<file path="config.mk">
export PLATFORM = sky130hd
export DESIGN_NAME = chsup_ctrl
export DESIGN_NICKNAME = d
export VERILOG_FILES = /design/src/rtl/chsup_pkg.sv /design/src/rtl/chsup_regs.sv /design/src/rtl/chsup_level.sv /design/src/rtl/chsup_hold.sv /design/src/rtl/chsup_ctrl.sv
export SDC_FILE = /design/constraint.sdc
export NUM_CORES = 1
export LEC_CHECK = 0
export BUFFER_PORTS_ARGS = -buffer_cell sky130_fd_sc_hd__buf_4
export CORE_MARGIN = 5
export CORE_UTILIZATION = 55
export DETAILED_ROUTE_END_ITERATION = 16
export PLACE_DENSITY = 0.77
export SLEW_MARGIN = 20
export SYNTH_ARGS = -nofsm -noshare
export SYNTH_HDL_FRONTEND = slang
export SYNTH_HIERARCHICAL = 1
export SYNTH_SLANG_ARGS = --single-unit
</file>
<file path="constraint.sdc">
create_clock -name clk -period 2.8 [get_ports clk]
set_clock_uncertainty 0.2 [all_clocks]
set_input_delay 0.14 -clock clk [delete_from_list [all_inputs] [get_ports clk]]
set_output_delay 0.14 -clock clk [all_outputs]
set_load 0.03 [all_outputs]
</file>
<file path="src/rtl/chsup_pkg.sv">
package chsup_pkg;

  typedef enum logic [1:0] {
    REG_FREQ_LVL = 2'd0,
    REG_RAIL_LVL = 2'd1,
    REG_HOLD     = 2'd2,
    REG_CTRL     = 2'd3
  } reg_addr_e;

  // floor(pct percent of 2^(w-1)), full scale of a w-bit signed sample
  function automatic longint pct_of_fs(input int w, input int pct);
    longint fs;
    fs = longint'(1) <<< (w - 1);
    return (fs * pct) / 100;
  endfunction

  // hold limit: zero behaves as one tick
  function automatic longint hold_limit(input longint n);
    return (n == 0) ? 1 : n;
  endfunction

endpackage

</file>
<file path="src/rtl/chsup_regs.sv">
module chsup_regs
  import chsup_pkg::*;
#(
  parameter int SMP_W    = 16,
  parameter int HOLD_W   = 16,
  parameter int CFG_W    = 16,
  parameter int HOLD_DEF = 1536
) (
  input  logic              clk,
  input  logic              rst_n,
  input  logic              we,
  input  logic [1:0]        addr,
  input  logic [CFG_W-1:0]  wdata,
  output logic [SMP_W-2:0]  lvl_freq,
  output logic [SMP_W-2:0]  lvl_rail,
  output logic [HOLD_W-1:0] hold_n,
  output logic              static_q,
  output logic              force_full
);

  localparam int MAG_W = SMP_W - 1;
  localparam logic [MAG_W-1:0]  FREQ_RST = MAG_W'(pct_of_fs(SMP_W, 10));
  localparam logic [MAG_W-1:0]  RAIL_RST = MAG_W'(pct_of_fs(SMP_W, 25));
  localparam logic [HOLD_W-1:0] HOLD_RST = HOLD_W'(HOLD_DEF);

  logic wr_freq, wr_rail, wr_hold, wr_ctrl;

  always_comb begin
    wr_freq = we && (addr == REG_FREQ_LVL);
    wr_rail = we && (addr == REG_RAIL_LVL);
    wr_hold = we && (addr == REG_HOLD);
    wr_ctrl = we && (addr == REG_CTRL);
  end

  always_ff @(posedge clk or negedge rst_n) begin
    if (!rst_n) begin
      lvl_freq   <= FREQ_RST;
      lvl_rail   <= RAIL_RST;
      hold_n     <= HOLD_RST;
      static_q   <= 1'b0;
      force_full <= 1'b0;
    end else begin
      if (wr_freq) lvl_freq <= wdata[MAG_W-1:0];
      if (wr_rail) lvl_rail <= wdata[MAG_W-1:0];
      if (wr_hold) hold_n   <= wdata[HOLD_W-1:0];
      if (wr_ctrl) begin
        static_q   <= wdata[0];
        force_full <= wdata[1];
      end
    end
  end


  ctrl_capture_chk: assert property (@(posedge clk) disable iff (!rst_n)
    wr_ctrl |=> (static_q == $past(wdata[0])) && (force_full == $past(wdata[1])));

endmodule

</file>
<file path="src/rtl/chsup_level.sv">
module chsup_level #(
  parameter int SMP_W = 16
) (
  input  logic [SMP_W-1:0] sample,
  input  logic [SMP_W-2:0] lvl_freq,
  input  logic [SMP_W-2:0] lvl_rail,
  output logic [SMP_W-2:0] mag,
  output logic             ge_freq,
  output logic             ge_rail
);

  localparam int MAG_W = SMP_W - 1;
  localparam logic [SMP_W-1:0] MOST_NEG = {1'b1, {MAG_W{1'b0}}};

  function automatic logic [MAG_W-1:0] abs_sat(input logic [SMP_W-1:0] x);
    logic [SMP_W-1:0] neg;
    if (x == MOST_NEG) return {MAG_W{1'b1}};
    neg = ~x + 1'b1;
    return x[SMP_W-1] ? neg[MAG_W-1:0] : x[MAG_W-1:0];
  endfunction

  always_comb begin
    mag     = abs_sat(sample);
    ge_freq = (mag >= lvl_freq);
    ge_rail = (mag >= lvl_rail);
  end


  always_comb begin
    mag_sign_chk: assert (!(sample[SMP_W-1] == 1'b0 && mag != sample[MAG_W-1:0]));
  end

endmodule

</file>
<file path="src/rtl/chsup_hold.sv">
module chsup_hold
  import chsup_pkg::*;
#(
  parameter int HOLD_W = 16
) (
  input  logic              clk,
  input  logic              rst_n,
  input  logic              tick,
  input  logic              ge_rail,
  input  logic              static_q,
  input  logic              force_full,
  input  logic [HOLD_W-1:0] hold_n,
  output logic              rail_full,
  output logic              hold_expire
);

  logic [HOLD_W-1:0] quiet_cnt;
  logic [HOLD_W-1:0] cnt_inc;
  logic [HOLD_W-1:0] limit;
  logic              dyn_tick;

  always_comb begin
    dyn_tick    = tick && !static_q;
    cnt_inc     = (quiet_cnt == {HOLD_W{1'b1}}) ? quiet_cnt : quiet_cnt + 1'b1;
    limit       = HOLD_W'(hold_limit(longint'(hold_n)));
    hold_expire = dyn_tick && !ge_rail && (cnt_inc >= limit);
  end

  always_ff @(posedge clk or negedge rst_n) begin
    if (!rst_n) begin
      rail_full <= 1'b1;
      quiet_cnt <= '0;
    end else if (static_q) begin
      rail_full <= force_full;
      quiet_cnt <= '0;
    end else if (dyn_tick) begin
      if (ge_rail) begin
        rail_full <= 1'b1;
        quiet_cnt <= '0;
      end else begin
        quiet_cnt <= cnt_inc;
        if (hold_expire) rail_full <= 1'b0;
      end
    end
  end


  rail_rise_chk: assert property (@(posedge clk) disable iff (!rst_n)
    (dyn_tick && ge_rail) |=> rail_full);


  rail_fall_chk: assert property (@(posedge clk) disable iff (!rst_n)
    ($fell(rail_full) && !$past(static_q)) |-> $past(hold_expire));


  rail_force_chk: assert property (@(posedge clk) disable iff (!rst_n)
    static_q |=> (rail_full == $past(force_full)));

endmodule

</file>
<file path="src/rtl/chsup_ctrl.sv">
module chsup_ctrl
  import chsup_pkg::*;
#(
  parameter int SMP_W    = 16,
  parameter int HOLD_W   = 16,
  parameter int HOLD_DEF = 1536,
  parameter int CFG_W    = ((SMP_W - 1) > HOLD_W) ? (SMP_W - 1) : HOLD_W
) (
  input  logic             clk,
  input  logic             rst_n,
  input  logic             smp_vld,
  input  logic [SMP_W-1:0] smp_data,
  input  logic             cfg_we,
  input  logic [1:0]       cfg_addr,
  input  logic [CFG_W-1:0] cfg_wdata,
  output logic             fsw_high,
  output logic             rail_full
);

  localparam int MAG_W = SMP_W - 1;

  logic [MAG_W-1:0]  lvl_freq, lvl_rail, mag;
  logic [HOLD_W-1:0] hold_n;
  logic              static_q, force_full;
  logic              ge_freq, ge_rail, hold_expire;

  chsup_regs #(
    .SMP_W(SMP_W), .HOLD_W(HOLD_W), .CFG_W(CFG_W), .HOLD_DEF(HOLD_DEF)
  ) u_regs (
    .clk(clk), .rst_n(rst_n), .we(cfg_we), .addr(cfg_addr), .wdata(cfg_wdata),
    .lvl_freq(lvl_freq), .lvl_rail(lvl_rail), .hold_n(hold_n),
    .static_q(static_q), .force_full(force_full)
  );

  chsup_level #(.SMP_W(SMP_W)) u_level (
    .sample(smp_data), .lvl_freq(lvl_freq), .lvl_rail(lvl_rail),
    .mag(mag), .ge_freq(ge_freq), .ge_rail(ge_rail)
  );

  chsup_hold #(.HOLD_W(HOLD_W)) u_hold (
    .clk(clk), .rst_n(rst_n), .tick(smp_vld), .ge_rail(ge_rail),
    .static_q(static_q), .force_full(force_full), .hold_n(hold_n),
    .rail_full(rail_full), .hold_expire(hold_expire)
  );

  always_ff @(posedge clk or negedge rst_n) begin
    if (!rst_n)         fsw_high <= 1'b1;
    else if (static_q)  fsw_high <= 1'b1;
    else if (smp_vld)   fsw_high <= ge_freq;
  end


  freq_follow_chk: assert property (@(posedge clk) disable iff (!rst_n)
    (smp_vld && !static_q) |=> (fsw_high == $past(ge_freq)));


  freq_static_chk: assert property (@(posedge clk) disable iff (!rst_n)
    static_q |=> fsw_high);


  idle_hold_chk: assert property (@(posedge clk) disable iff (!rst_n)
    (!smp_vld && !cfg_we && !static_q) |=> ($stable(fsw_high) && $stable(rail_full)));

endmodule

</file>
==> results.ini <==
[outcome]
status = finished, violations left
violations = negative setup slack

[sta]
min_period_over_period_pct = 123
max_freq_mhz = 291
setup_viol = 18
slew_viol_final = 0
whs_ns = 0.0669
slew_headroom_pct = 43.5
period_needed_ns = 3.44
worst_slack_ns = -0.637
tightest_slew_ns = 0.847
rsz0062_at_grt = true
final-hold-violation-count = 0

[cells_and_area]
area_delta_synth_final_pct = 35.7
multi_input_area_um2 = 2840
nFillCells = 533
antennaDiodeCount = 0
layout-drive-gt1-share_pct = 41.0
final_cell_mix = 119 x buf_4, 55 x dfrtp_1, 50 x mux2_2
fin_nets = 698
final_cells = 722
regArea_um2 = 1670
layout_commonest_cell = buf_4

[drt]
wire_per_inst_um = 16.2
vias = 4028
wl_um = 11700
drc = 0
post_drt_via_cell_ratio = 5.58
drtAntennaViolNets = 0
drt_iter0_markers = 169
first_pass_iters = 4

[setup_path]
r2r-start = u_hold/quiet_cnt[0]
start_kind = input pin
crit_path_max_fanout = 6
r2r-end = u_hold/rail_full
crit_required_ns = 2.88
worstSetupPathType = in2reg
cp.arrival_ns = 3.51
reg2reg_depth = 11
regToRegSetupSlack_ns = -0.39
end_kind = flop

[grt]
grt_pass1_vias = 4218
antenna_found_initial = 0
grt_max_degree = 67
grt_pass1_wl_um = 19400
overflow = 0
grt_usage_pct = 24.0

[place]
gp_congestion = 0.918
dp.final_hpwl_um = 8730
dpl.cell_count = 679
io_buffers = 39
pre_cts_slack_ns = -1.08

[power_and_ir_drop]
power_density_nw_per_um2 = 509
ir_worst_vdd_mv = 0.330
leakagePower_nw = 3.06

[clocking]
ctsLongestPathBuffers = 2
clock-root-buffer = clkbuf_8
clock_sinks = 66
clkTransAtPathRegs_ns = 0.06
numCtsBuffers = 9
htreeDepth = 3
clock_latency_ns = 0.34
cts_tree = done

[floorplan]
initial_utilization_pct = 56.4
pin_count = 40
rows = 33
fp.dieW_um = 102
die_h_um = 102
coreArea_um2 = 8180
die_area_um2 = 10300

[min_path]
hold_depth = 3
hold_path_class = in2reg
worstHoldStart = cfg_addr[0]
hold_end = u_regs/force_full

[synth]
syn_area_um2 = 4610
syn_area_per_cell_um2 = 9.91
yosysWarnings = 6
postSynthCellCount = 465
synthesis.nets = 551

[run]
maxCapViolCount = 0

## registers in the layout (all words and copies together) (netlist names)
name               count
u_regs/force_full      1
u_regs/lvl_freq       15
u_hold/quiet_cnt      16
u_regs/lvl_rail       15
u_hold/rail_full       1
u_regs/static_q        1
fsw_high               1
u_regs/hold_n         16
## worst max path at each step
| stage | startpoint | to | slack (ns) | depth (start not counted) |
|---|---|---|---|---|
| 2_1_floorplan | smp_data[7] | u_hold/quiet_cnt[2] | -0.71 | 17 |
| 3_3_place_gp | smp_data[7] | u_hold/quiet_cnt[4] | -0.97 | 18 |
| 3_5_place_dp | smp_data[7] | u_hold/quiet_cnt[4] | -1.08 | 18 |
| 4_1_cts | smp_data[7] | u_hold/quiet_cnt[9] | -0.62 | 17 |
| 5_1_grt | smp_data[7] | u_hold/quiet_cnt[4] | -0.76 | 18 |
| 6_report | smp_data[7] | u_hold/quiet_cnt[0] | -0.64 | 18 |
## through the flow
stage                     power [W]  util, %  instance area [um^2]  TNS, ns
final                       0.00319     76.5                  6260    -9.91
after global routing        0.00338     76.5                  6260   -11.93
after floorplan             0.00181        -                  4710   -11.28
after CTS                   0.00312     75.0                  6130    -9.30
after global placement      0.00213     69.0                  5640   -15.72
after detailed placement    0.00219     69.0                  5640   -17.29
## routing by layer
layer	track usage [%]	part of all wire (%)	up-vias
li1	-	-	1972
met5	0	0	-
met1	30.2	43	1955
met2	41.8	51	84
met3	3.79	4.6	17
met4	8.28	1.3	0
## timing repair
action                                  in CTS  in global routing
pin swaps                                   13                 14
setup buffers                                5                  4
endpoints found under the setup margin      18                 18
resized for setup                           15                 25
gates cloned                                 0                  1
hold buffers                                18                  0
hold endpoints to repair                   104                  0
## cell type report
class                           instances  share of cell area (%)
Multi-Input combinational cell        336                    45.4
Clock buffer                           14                    2.44
Timing Repair Buffer                  149                    19.5
Clock inverter                          2                   0.960
Inverter                               50                    3.00
Sequential cell                        66                    26.6
Tap cell                              105                    2.10
## where the power goes
group          internal (W)  switching [W]  total [W]  leakage, nW
logic              0.000573       0.000512    0.00108         2.15
clock network      0.000528       0.000344   0.000872        0.105
registers           0.00113       0.000104    0.00123        0.799
## critical path, stage by stage
cell	delay, ns
buf_6	0.09
or4_4	0.53
nand4bb_4	0.21
or4b_4	0.51
buf_6	0.16
nand3_4	0.06
ha_4	0.20
a21o_1	0.14
a31oi_1	0.19
o21ai_2	0.09
a221oi_2	0.25
o21ai_2	0.11
nor2_2	0.17
nand2_2	0.10
buf_6	0.15
buf_4	0.14
o21ai_4	0.12
mux2_4	0.15
Power figures use the tool's default switching activity.
